===== config.mk =====
export PLATFORM = sky130hd
export DESIGN_NAME = mcc_ctrl_fsm
export DESIGN_NICKNAME = d
export VERILOG_FILES = /design/src/rtl/mcc_pkg.sv /design/src/rtl/mcc_opdecode.sv /design/src/rtl/mcc_seq.sv /design/src/rtl/mcc_ctl_rom.sv /design/src/rtl/mcc_ctrl_fsm.sv
export SDC_FILE = /design/constraint.sdc
export NUM_CORES = 1
export LEC_CHECK = 0
export BUFFER_PORTS_ARGS = -buffer_cell sky130_fd_sc_hd__buf_2
export CORE_MARGIN = 1.5
export CORE_UTILIZATION = 30
export CTS_CLUSTER_SIZE = 16
export DETAILED_ROUTE_END_ITERATION = 10
export PLACE_DENSITY = 0.59
export SYNTH_ARGS = -nofsm -noshare
export SYNTH_HDL_FRONTEND = slang
export SYNTH_SLANG_ARGS = --single-unit

===== constraint.sdc =====
create_clock -name clk -period 3.38 [get_ports clk]
set_input_delay 0.507 -clock clk [delete_from_list [all_inputs] [get_ports clk]]
set_output_delay 0.507 -clock clk [all_outputs]
set_load 0.1 [all_outputs]

===== src/rtl/mcc_pkg.sv =====
package mcc_pkg;

  localparam int OPC_W  = 6;
  localparam int NUM_ST = 9;
  localparam int ST_W   = $clog2(NUM_ST);

  typedef enum logic [ST_W-1:0] {
    S_FETCH  = 4'd0,
    S_DECODE = 4'd1,
    S_ADDR   = 4'd2,
    S_LDRD   = 4'd3,
    S_LDWB   = 4'd4,
    S_STWR   = 4'd5,
    S_REXE   = 4'd6,
    S_RWB    = 4'd7,
    S_BEQ    = 4'd8
  } mcc_state_e;

  typedef enum logic [2:0] {
    C_RTYPE,
    C_LOAD,
    C_STORE,
    C_BEQ,
    C_BAD
  } op_class_e;

  typedef struct packed {
    logic       mem_rd;
    logic       mem_wr;
    logic       addr_sel;
    logic       ir_we;
    logic       reg_we;
    logic       dst_sel;
    logic       wb_sel;
    logic       alu_a_sel;
    logic [1:0] alu_b_sel;
    logic [1:0] alu_op;
    logic       pc_upd;
    logic       pc_upd_cond;
    logic       pc_src;
  } mcc_ctl_t;

  // ALU second-operand and operation codes
  localparam logic [1:0] BSEL_REG = 2'd0;
  localparam logic [1:0] BSEL_FOUR = 2'd1;
  localparam logic [1:0] BSEL_IMM = 2'd2;
  localparam logic [1:0] BSEL_IMMSH = 2'd3;
  localparam logic [1:0] AOP_ADD = 2'd0;
  localparam logic [1:0] AOP_SUB = 2'd1;
  localparam logic [1:0] AOP_FUNC = 2'd2;

  // Step after the current one, given the class of the held opcode
  function automatic mcc_state_e next_step(mcc_state_e s, op_class_e c);
    mcc_state_e n;
    case (s)
      S_FETCH:  n = S_DECODE;
      S_DECODE: begin
        case (c)
          C_LOAD, C_STORE: n = S_ADDR;
          C_RTYPE:         n = S_REXE;
          C_BEQ:           n = S_BEQ;
          default:         n = S_FETCH;
        endcase
      end
      S_ADDR:   n = (c == C_LOAD) ? S_LDRD : S_STWR;
      S_LDRD:   n = S_LDWB;
      S_REXE:   n = S_RWB;
      default:  n = S_FETCH;
    endcase
    return n;
  endfunction

  // Control word of a step; every field not set here is zero
  function automatic mcc_ctl_t ctl_of(mcc_state_e s);
    mcc_ctl_t w;
    w = '0;
    case (s)
      S_FETCH: begin
        w.mem_rd    = 1'b1;
        w.ir_we     = 1'b1;
        w.alu_b_sel = BSEL_FOUR;
        w.pc_upd    = 1'b1;
      end
      S_DECODE: w.alu_b_sel = BSEL_IMMSH;
      S_ADDR: begin
        w.alu_a_sel = 1'b1;
        w.alu_b_sel = BSEL_IMM;
      end
      S_LDRD: begin
        w.mem_rd   = 1'b1;
        w.addr_sel = 1'b1;
      end
      S_LDWB: begin
        w.reg_we = 1'b1;
        w.wb_sel = 1'b1;
      end
      S_STWR: begin
        w.mem_wr   = 1'b1;
        w.addr_sel = 1'b1;
      end
      S_REXE: begin
        w.alu_a_sel = 1'b1;
        w.alu_op    = AOP_FUNC;
      end
      S_RWB: begin
        w.reg_we  = 1'b1;
        w.dst_sel = 1'b1;
      end
      S_BEQ: begin
        w.alu_a_sel   = 1'b1;
        w.alu_op      = AOP_SUB;
        w.pc_upd_cond = 1'b1;
        w.pc_src      = 1'b1;
      end
      default: w = '0;
    endcase
    return w;
  endfunction

  function automatic logic pc_enable(logic upd, logic upd_cond, logic z);
    return upd | (upd_cond & z);
  endfunction

endpackage


===== src/rtl/mcc_opdecode.sv =====
module mcc_opdecode
  import mcc_pkg::*;
#(
  parameter int                OW        = 6,
  parameter logic [OW-1:0]     OPC_RTYPE = 6'b000000,
  parameter logic [OW-1:0]     OPC_LOAD  = 6'b100011,
  parameter logic [OW-1:0]     OPC_STORE = 6'b101011,
  parameter logic [OW-1:0]     OPC_BEQ   = 6'b000100
) (
  input  logic [OW-1:0] opcode,
  output op_class_e     cls
);

  always_comb begin
    if (opcode == OPC_RTYPE)      cls = C_RTYPE;
    else if (opcode == OPC_LOAD)  cls = C_LOAD;
    else if (opcode == OPC_STORE) cls = C_STORE;
    else if (opcode == OPC_BEQ)   cls = C_BEQ;
    else                          cls = C_BAD;
  end

endmodule


===== src/rtl/mcc_seq.sv =====
module mcc_seq
  import mcc_pkg::*;
(
  input  logic       clk,
  input  logic       rst,
  input  op_class_e  cls,
  output mcc_state_e state,
  output logic       bad_op
);

  mcc_state_e state_q;
  mcc_state_e state_d;
  logic       bad_q;
  logic       bad_d;

  always_comb begin
    state_d = next_step(state_q, cls);
    bad_d   = (state_q == S_DECODE) && (cls == C_BAD);
  end

  always_ff @(posedge clk) begin
    if (rst) begin
      state_q <= S_FETCH;
      bad_q   <= 1'b0;
    end else begin
      state_q <= state_d;
      bad_q   <= bad_d;
    end
  end

  assign state  = state_q;
  assign bad_op = bad_q;

endmodule


===== src/rtl/mcc_ctl_rom.sv =====
module mcc_ctl_rom
  import mcc_pkg::*;
(
  input  mcc_state_e state,
  output mcc_ctl_t   ctl
);

  always_comb ctl = ctl_of(state);

endmodule


===== src/rtl/mcc_ctrl_fsm.sv =====
module mcc_ctrl_fsm
  import mcc_pkg::*;
#(
  parameter int                   OPC_W     = 6,
  parameter logic [OPC_W-1:0]     OPC_RTYPE = 6'b000000,
  parameter logic [OPC_W-1:0]     OPC_LOAD  = 6'b100011,
  parameter logic [OPC_W-1:0]     OPC_STORE = 6'b101011,
  parameter logic [OPC_W-1:0]     OPC_BEQ   = 6'b000100
) (
  input  logic             clk,
  input  logic             rst,
  input  logic [OPC_W-1:0] opcode,
  input  logic             zero,
  output logic             mem_rd,
  output logic             mem_wr,
  output logic             addr_sel,
  output logic             ir_we,
  output logic             reg_we,
  output logic             dst_sel,
  output logic             wb_sel,
  output logic             alu_a_sel,
  output logic [1:0]       alu_b_sel,
  output logic [1:0]       alu_op,
  output logic             pc_upd,
  output logic             pc_upd_cond,
  output logic             pc_src,
  output logic             pc_we,
  output logic             bad_op
);

  op_class_e           op_cls;
  mcc_state_e          state;
  mcc_ctl_t            ctl;
  logic [NUM_ST-1:0]   st_hot;

  mcc_opdecode #(
    .OW(OPC_W), .OPC_RTYPE(OPC_RTYPE), .OPC_LOAD(OPC_LOAD),
    .OPC_STORE(OPC_STORE), .OPC_BEQ(OPC_BEQ)
  ) u_dec (
    .opcode (opcode),
    .cls    (op_cls)
  );

  mcc_seq u_seq (
    .clk    (clk),
    .rst    (rst),
    .cls    (op_cls),
    .state  (state),
    .bad_op (bad_op)
  );

  mcc_ctl_rom u_rom (
    .state (state),
    .ctl   (ctl)
  );

  // One-hot view of the step, brought out for the checker
  for (genvar i = 0; i < NUM_ST; i++) begin : g_hot
    assign st_hot[i] = (state == mcc_state_e'(i));
  end

  assign mem_rd      = ctl.mem_rd;
  assign mem_wr      = ctl.mem_wr;
  assign addr_sel    = ctl.addr_sel;
  assign ir_we       = ctl.ir_we;
  assign reg_we      = ctl.reg_we;
  assign dst_sel     = ctl.dst_sel;
  assign wb_sel      = ctl.wb_sel;
  assign alu_a_sel   = ctl.alu_a_sel;
  assign alu_b_sel   = ctl.alu_b_sel;
  assign alu_op      = ctl.alu_op;
  assign pc_upd      = ctl.pc_upd;
  assign pc_upd_cond = ctl.pc_upd_cond;
  assign pc_src      = ctl.pc_src;
  assign pc_we       = pc_enable(ctl.pc_upd, ctl.pc_upd_cond, zero);

endmodule


==> After elaboration in Yosys (flattened, before gate mapping) <==
Cells that the tools add are included.
{ "totals": {"output_inout_bits": 17, "input_bits": 9, "register_bits": 5, "word_cells": 46} }
{ "classes": {"n_bitwise": 2, "n_mux": 18, "n_reduce_logical": 9, "eq_ne": 15} }
{ "op_table": {"columns": ["op", "count"], "rows": [
  ["$pmux 4 s5", 1],
  ["$eq 4x3->1 const B", 4],
  ["$mux 3", 5],
  ["$eq 6x6->1 const B", 2],
  ["$pmux 4 s3", 1],
  ["$eq 4x2->1 const B", 2],
  ["$mux 1", 8],
  ["$reduce_or 2->1", 4],
  ["$eq 3x2->1 const B", 2],
  ["$eq 6x3->1 const B", 1],
  ["$logic_not 6->1", 1],
  ["$pmux 2 s3", 1],
  ["$eq 4x1->1 const B", 1],
  ["$eq 4x4->1 const B", 1],
  ["$logic_not 4->1", 1],
  ["$pmux 2 s2", 1],
  ["$eq 3x1->1 const B", 1],
  ["$eq 3x3->1 const B", 1],
  ["$logic_not 3->1", 1],
  ["$reduce_or 3->1", 1],
  ["$mux 2", 1],
  ["$and 1x1->1", 1],
  ["$logic_and 1x1->1", 1],
  ["$or 1x1->1", 1]
]} }

==> Logic depth before layout (Yosys ltp) <==
{ "logic_depth": {"depth_word": 9, "ltp_mapped": 4, "ltp_nobuf": 3} }

==> By module <==
From an unflattened synthesis, not the netlist that was laid out.
{ "unflattened": {"cells_unflattened": 56, "area_unflattened_um2": 486.7} }
{ "modules_own_cells": {"columns": ["mod", "area_each_um2", "cells_each", "n_inst"], "rows": [
  ["mcc_seq", 259.0, 25, 1],
  ["mcc_ctl_rom", 162.7, 22, 1],
  ["mcc_opdecode", 57.6, 8, 1],
  ["mcc_ctrl_fsm", 7.5, 1, 1]
]} }

==> Worst setup path before layout <==
OpenSTA, ideal clock, no wires.
{ "synth_timing": {"path_kind": "reg-to-output", "startpoint": "register u_seq.state_q[1], in the netlist u_seq.state[1]", "endpoint": "output alu_op[0]", "stages_incl_launch_ff": 5, "path_slack_ps": -775, "t_required_ps": 2873, "arrival_ps": 3648, "cell_sequence": "dfxtp_1 > buf_6 > or2_2 > nor3b_1 > buf_4"} }
{ "synth_via": {"elab_chain_len": 2} }
{ "synth_rtl": {"columns": ["element", "line", "text"], "rows": [
  ["start: declaration", "mcc_seq.sv:11", "mcc_state_e state_q;"],
  ["start signal: assignment", "mcc_seq.sv:26", "state_q <= state_d;"],
  ["$eq 4x4->1 / $eq 4x3->1 (equally long branches)", "mcc_pkg.sv:77", "case (s)"],
  ["$pmux 2 s2 (*)", "mcc_pkg.sv:77", null],
  ["end: declaration", "mcc_ctrl_fsm.sv:23", "output logic [1:0] alu_op,"]
]} }
Every way passes the cells marked *; elsewhere a longest branch is shown, timed or not.

==> Worst setup path in the final report <==
{ "layout_timing": {"startpoint": "register u_seq.state_q[2], in the netlist u_seq.state[2]", "endpoint": "output alu_op[1]"} }
The elaborated chain is that of the path after synthesis.

==> run_results.csv <==
group,metric,value,unit
clock_network,clock_path_buffers,2,
critical_path,r2r-end,"u_seq.state[1]$_SDFF_PP0_",
placed_design,dpl.cell_count,91,
power_and_ir_drop,ir_drop,0.248,mV
route,routedLengthMet1,474,µm
synthesis,synth_mux_area_share,0,%
grt,grt_pass1_vias,384,
critical_path,startpoint_type,"flip-flop",
synthesis,postSynthCellCount,58,
synthesis,synth_top_family_by_area,"simple AND/OR/NAND/NOR gates",
floorplan,row_count,13,
critical_path,cp.required,2870,ps
synthesis,ys_seq_elements,5,
sta,worstMarginPinSlew,478,ps
clock_network,ctsResizeCount,0,
grt,grtUsageTotal,13.1,%
sta,setup_ws,1020,ps
sta,min_period,2360,ps
clock_network,clk_pin_slew_worst_paths,50,ps
layout,multi_input_area,299,µm²
floorplan,die_area,1700,µm²
critical_path,r2r-start,"u_seq.state[0]$_SDFF_PP0_",
critical_path,critical_path.slowest_cell,"dfxtp_1",
clock_network,cts_sinks,5,
critical_path,critical_path.max_fanout,13,
critical_path,crit_type,"reg -> out",
layout,fin_nets,90,
job,drv_cap,0,
floorplan,core,1330,µm²
synthesis,synth_xor_area_share,4.00,%
sta,max_freq,424,MHz
floorplan,initial_core_util,32.8,%
clock_network,numCtsBuffers,3,
grt,grt_max_degree,14,
clock_network,cts_tree,"yes",
placed_design,place_area,551,µm²
route,highest_layer,"met3",
sta,skew,4.19,ps
critical_path,crit_family,"flip-flops",
placed_design,dp_hpwl,757,µm
outcome,status,"finished clean",
synthesis,yosys.area_share.simple,44.6,%
critical_path,worst-path-buf-inv,2,
synthesis,syn-cell-area,438,µm²
critical_path,r2r_cells,3,
critical_path,arrival,1850,ps
sta,maxSlewHeadroom,68.1,%
critical_path,worstSetupEndpointType,"output port",
synthesis,synth_compound_area_share,16.3,%
sta,rsz0062_at_grt,"no",
route,met2_length,397,µm
power_and_ir_drop,leakagePower,0.266,nW
route,drt-vias-per-instance,5.07,
critical_path,critPathMaxStageDelay,610,ps
synthesis,synth_fa_ha_area_share,0,%
hold_path,min_to,"u_seq.bad_op$_SDFF_PP0_",
route,vias,482,
placed_design,place_congestion,0.711,
clock_network,clockRootBuffer,"clkbuf_4",
route,ant_nets,0,
route,met3_wirelength,99,µm
layout,stdcell_count,95,
layout,final_area,578,µm²
layout,n_antenna_cell,0,
clock_network,cts_setup_buffers,0,
floorplan,die_w,41.2,µm
layout,layout-drive-gt1-share,43.8,%
clock_network,ctsHtreeMaxLevel,1,
synthesis,yosysWarnings,0,
synthesis,ys_seq_area_share,22.9,%
route,finalWirelength,971,µm
placed_design,io_buffers,25,
layout,area_growth,32.0,%
route,firstDrtPassIters,3,
synthesis,synth.net_count,67,
layout,seq_area,100,µm²
placed_design,pre_cts_ws,1280,ps
synthesis,synth_cell_types,33,
synthesis,synth.avg_cell_area,7.55,µm²
sta,report.final.slew_viol_count,0,
grt,grt-ovfl-total,0,
layout,fillers,149,
sta,fin_crit_sh,69.7,%
clock_network,ctsHoldBuffers,0,
hold_path,hold_depth,2,
power_and_ir_drop,power.density,355,nW/µm²
critical_path,rrSetupSlack,1710,ps
critical_path,path_cells,"nand2b_1 -> or2_2 -> inv_1 -> buf_2",
floorplan,ios,26,
floorplan,die_h,41.2,µm
sta,hold_viol,0,
grt,antenna_found_initial,0,
route,drtIter0Drc,6,
route,post_drt_wl_per_cell,10.2,µm
sta,final-setup-viol-count,0,
clock_network,clk_latency,240,ps
hold_path,hold_class,"in -> reg",
sta,fin_tns_setup,0,ps
hold_path,hold_start,"rst",
grt,grt_pass1_wl,1480,µm
route,drcViolationCount,0,
==> power breakdown <==
| part | total (mW) | switching [mW] | internal (mW) |
|---|---|---|---|
| registers | 0.0642 | 0.00317 | 0.0610 |
| logic | 0.0739 | 0.0593 | 0.0146 |
| clock network | 0.0672 | 0.0245 | 0.0428 |
| total | 0.205 | 0.0870 | 0.118 |
==> through the flow <==
stage | power [mW] | hold WS (ps) | utilization (%)
6_report | 0.205 | 479 | 43.3
5_1_grt | 0.216 | 488 | 43.3
4_1_cts | 0.209 | 471 | 43.3
3_5_place_dp | 0.139 | 616 | 41.3
3_3_place_gp | 0.139 | 604 | 41.3
2_1_floorplan | 0.126 | 557 | -
==> cell usage in the layout, fill, tap and decap left out <==
cell type  synthesis  final
a31oi_1            2      2
nand3_1            1      1
nand2_1            3      3
or2_2              2      2
nor4_1             1      1
xnor2_1            1      1
xor2_1             1      1
or4b_1             1      1
nor3_1             4      3
clkinv_2           0      1
a21oi_1            3      3
a2111o_1           1      1
or4_1              3      3
buf_2              1     25
a2111oi_0          1      1
a211o_1            1      1
dfxtp_1            5      5
a21boi_0           1      1
nor3_2             0      1
nand2b_1           1      1
nor4b_1            1      1
nor2b_1            2      2
clkbuf_4           0      3
or4b_4             1      1
or2b_1             1      1
nand4b_1           1      1
o31ai_1            1      1
and2_1             1      1
nor2_1             6      6
and3_1             1      1
nor3b_2            0      2
inv_1              2      2
==> routing by layer <==
layer | up-vias | global-route usage, %
met5 | - | 0
met4 | 0 | 0
met1 | 202 | 13.9
met3 | 0 | 6.52
met2 | 25 | 24.6
li1 | 255 | -
==> cell type report <==
| class | count | share of cell area (%) |
|---|---|---|
| flip-flops and latches | 5 | 17.3 |
| inverters | 2 | 1.30 |
| clock inverters | 1 | 0.866 |
| well taps | 15 | 3.25 |
| multi-input cells | 44 | 51.7 |
| repair buffers | 25 | 21.6 |
| clock buffers | 3 | 3.90 |
==> worst register-to-register path, cell delays in order (launching register included) <==
cell and delay, ps:
dfxtp_1 500, or4b_4 540, a2111o_1 400, a31oi_1 170
==> kinds of logic (layout without fill, tap and decap cells) <==
logic type             after synthesis  after routing
AND/OR/NAND/NOR                     32             32
flip-flops                           5              5
AO/OA/AOI/OAI                       10             10
XOR/XNOR                             2              2
buffers and inverters                9             31
==> worst max path at each step <==
stage	from	endpoint	slack (ps)	cells after the start
CTS	u_seq.state[2]$_SDFF_PP0_	alu_op[1]	1010	4
detailed placement	u_seq.state[2]$_SDFF_PP0_	alu_op[1]	1280	4
global route	u_seq.state[2]$_SDFF_PP0_	alu_op[1]	880	4
global placement	u_seq.state[2]$_SDFF_PP0_	alu_op[1]	1310	4
finish	u_seq.state[2]$_SDFF_PP0_	alu_op[1]	1020	4
floorplan	u_seq.state[2]$_SDFF_PP0_	alu_b_sel[1]	10	3
==> flip-flops by register name, summed over array words and instances, names as in the netlist <==
name          cells
u_seq.state       4
u_seq.bad_op      1
==> cells in the mapped netlist, drive strengths merged <==
cell type,number,area (µm²)
or4b,2,23.8
a21oi,3,15.0
dfxtp,5,100
clkbuf,1,3.75
o31ai,1,7.51
a211o,1,8.76
xnor2,1,8.76
nand2b,1,6.26
xor2,1,8.76
nor3b,2,15.0
a21boi,1,7.51
a2111oi,1,8.76
nor4,1,6.26
a31oi,2,12.5
nor2b,2,12.5
or2,2,12.5
or2b,1,7.51
a2111o,1,11.3
inv,2,7.51
buf,6,42.5
nand2,3,11.3
nor3,4,20.0
nor4b,1,8.76
or4,3,22.5
nand3,1,5.00
nand4b,1,8.76
nor2,6,22.5
and3,1,6.26
and2,1,6.26
No activity file was read; power rests on OpenSTA's default activity.
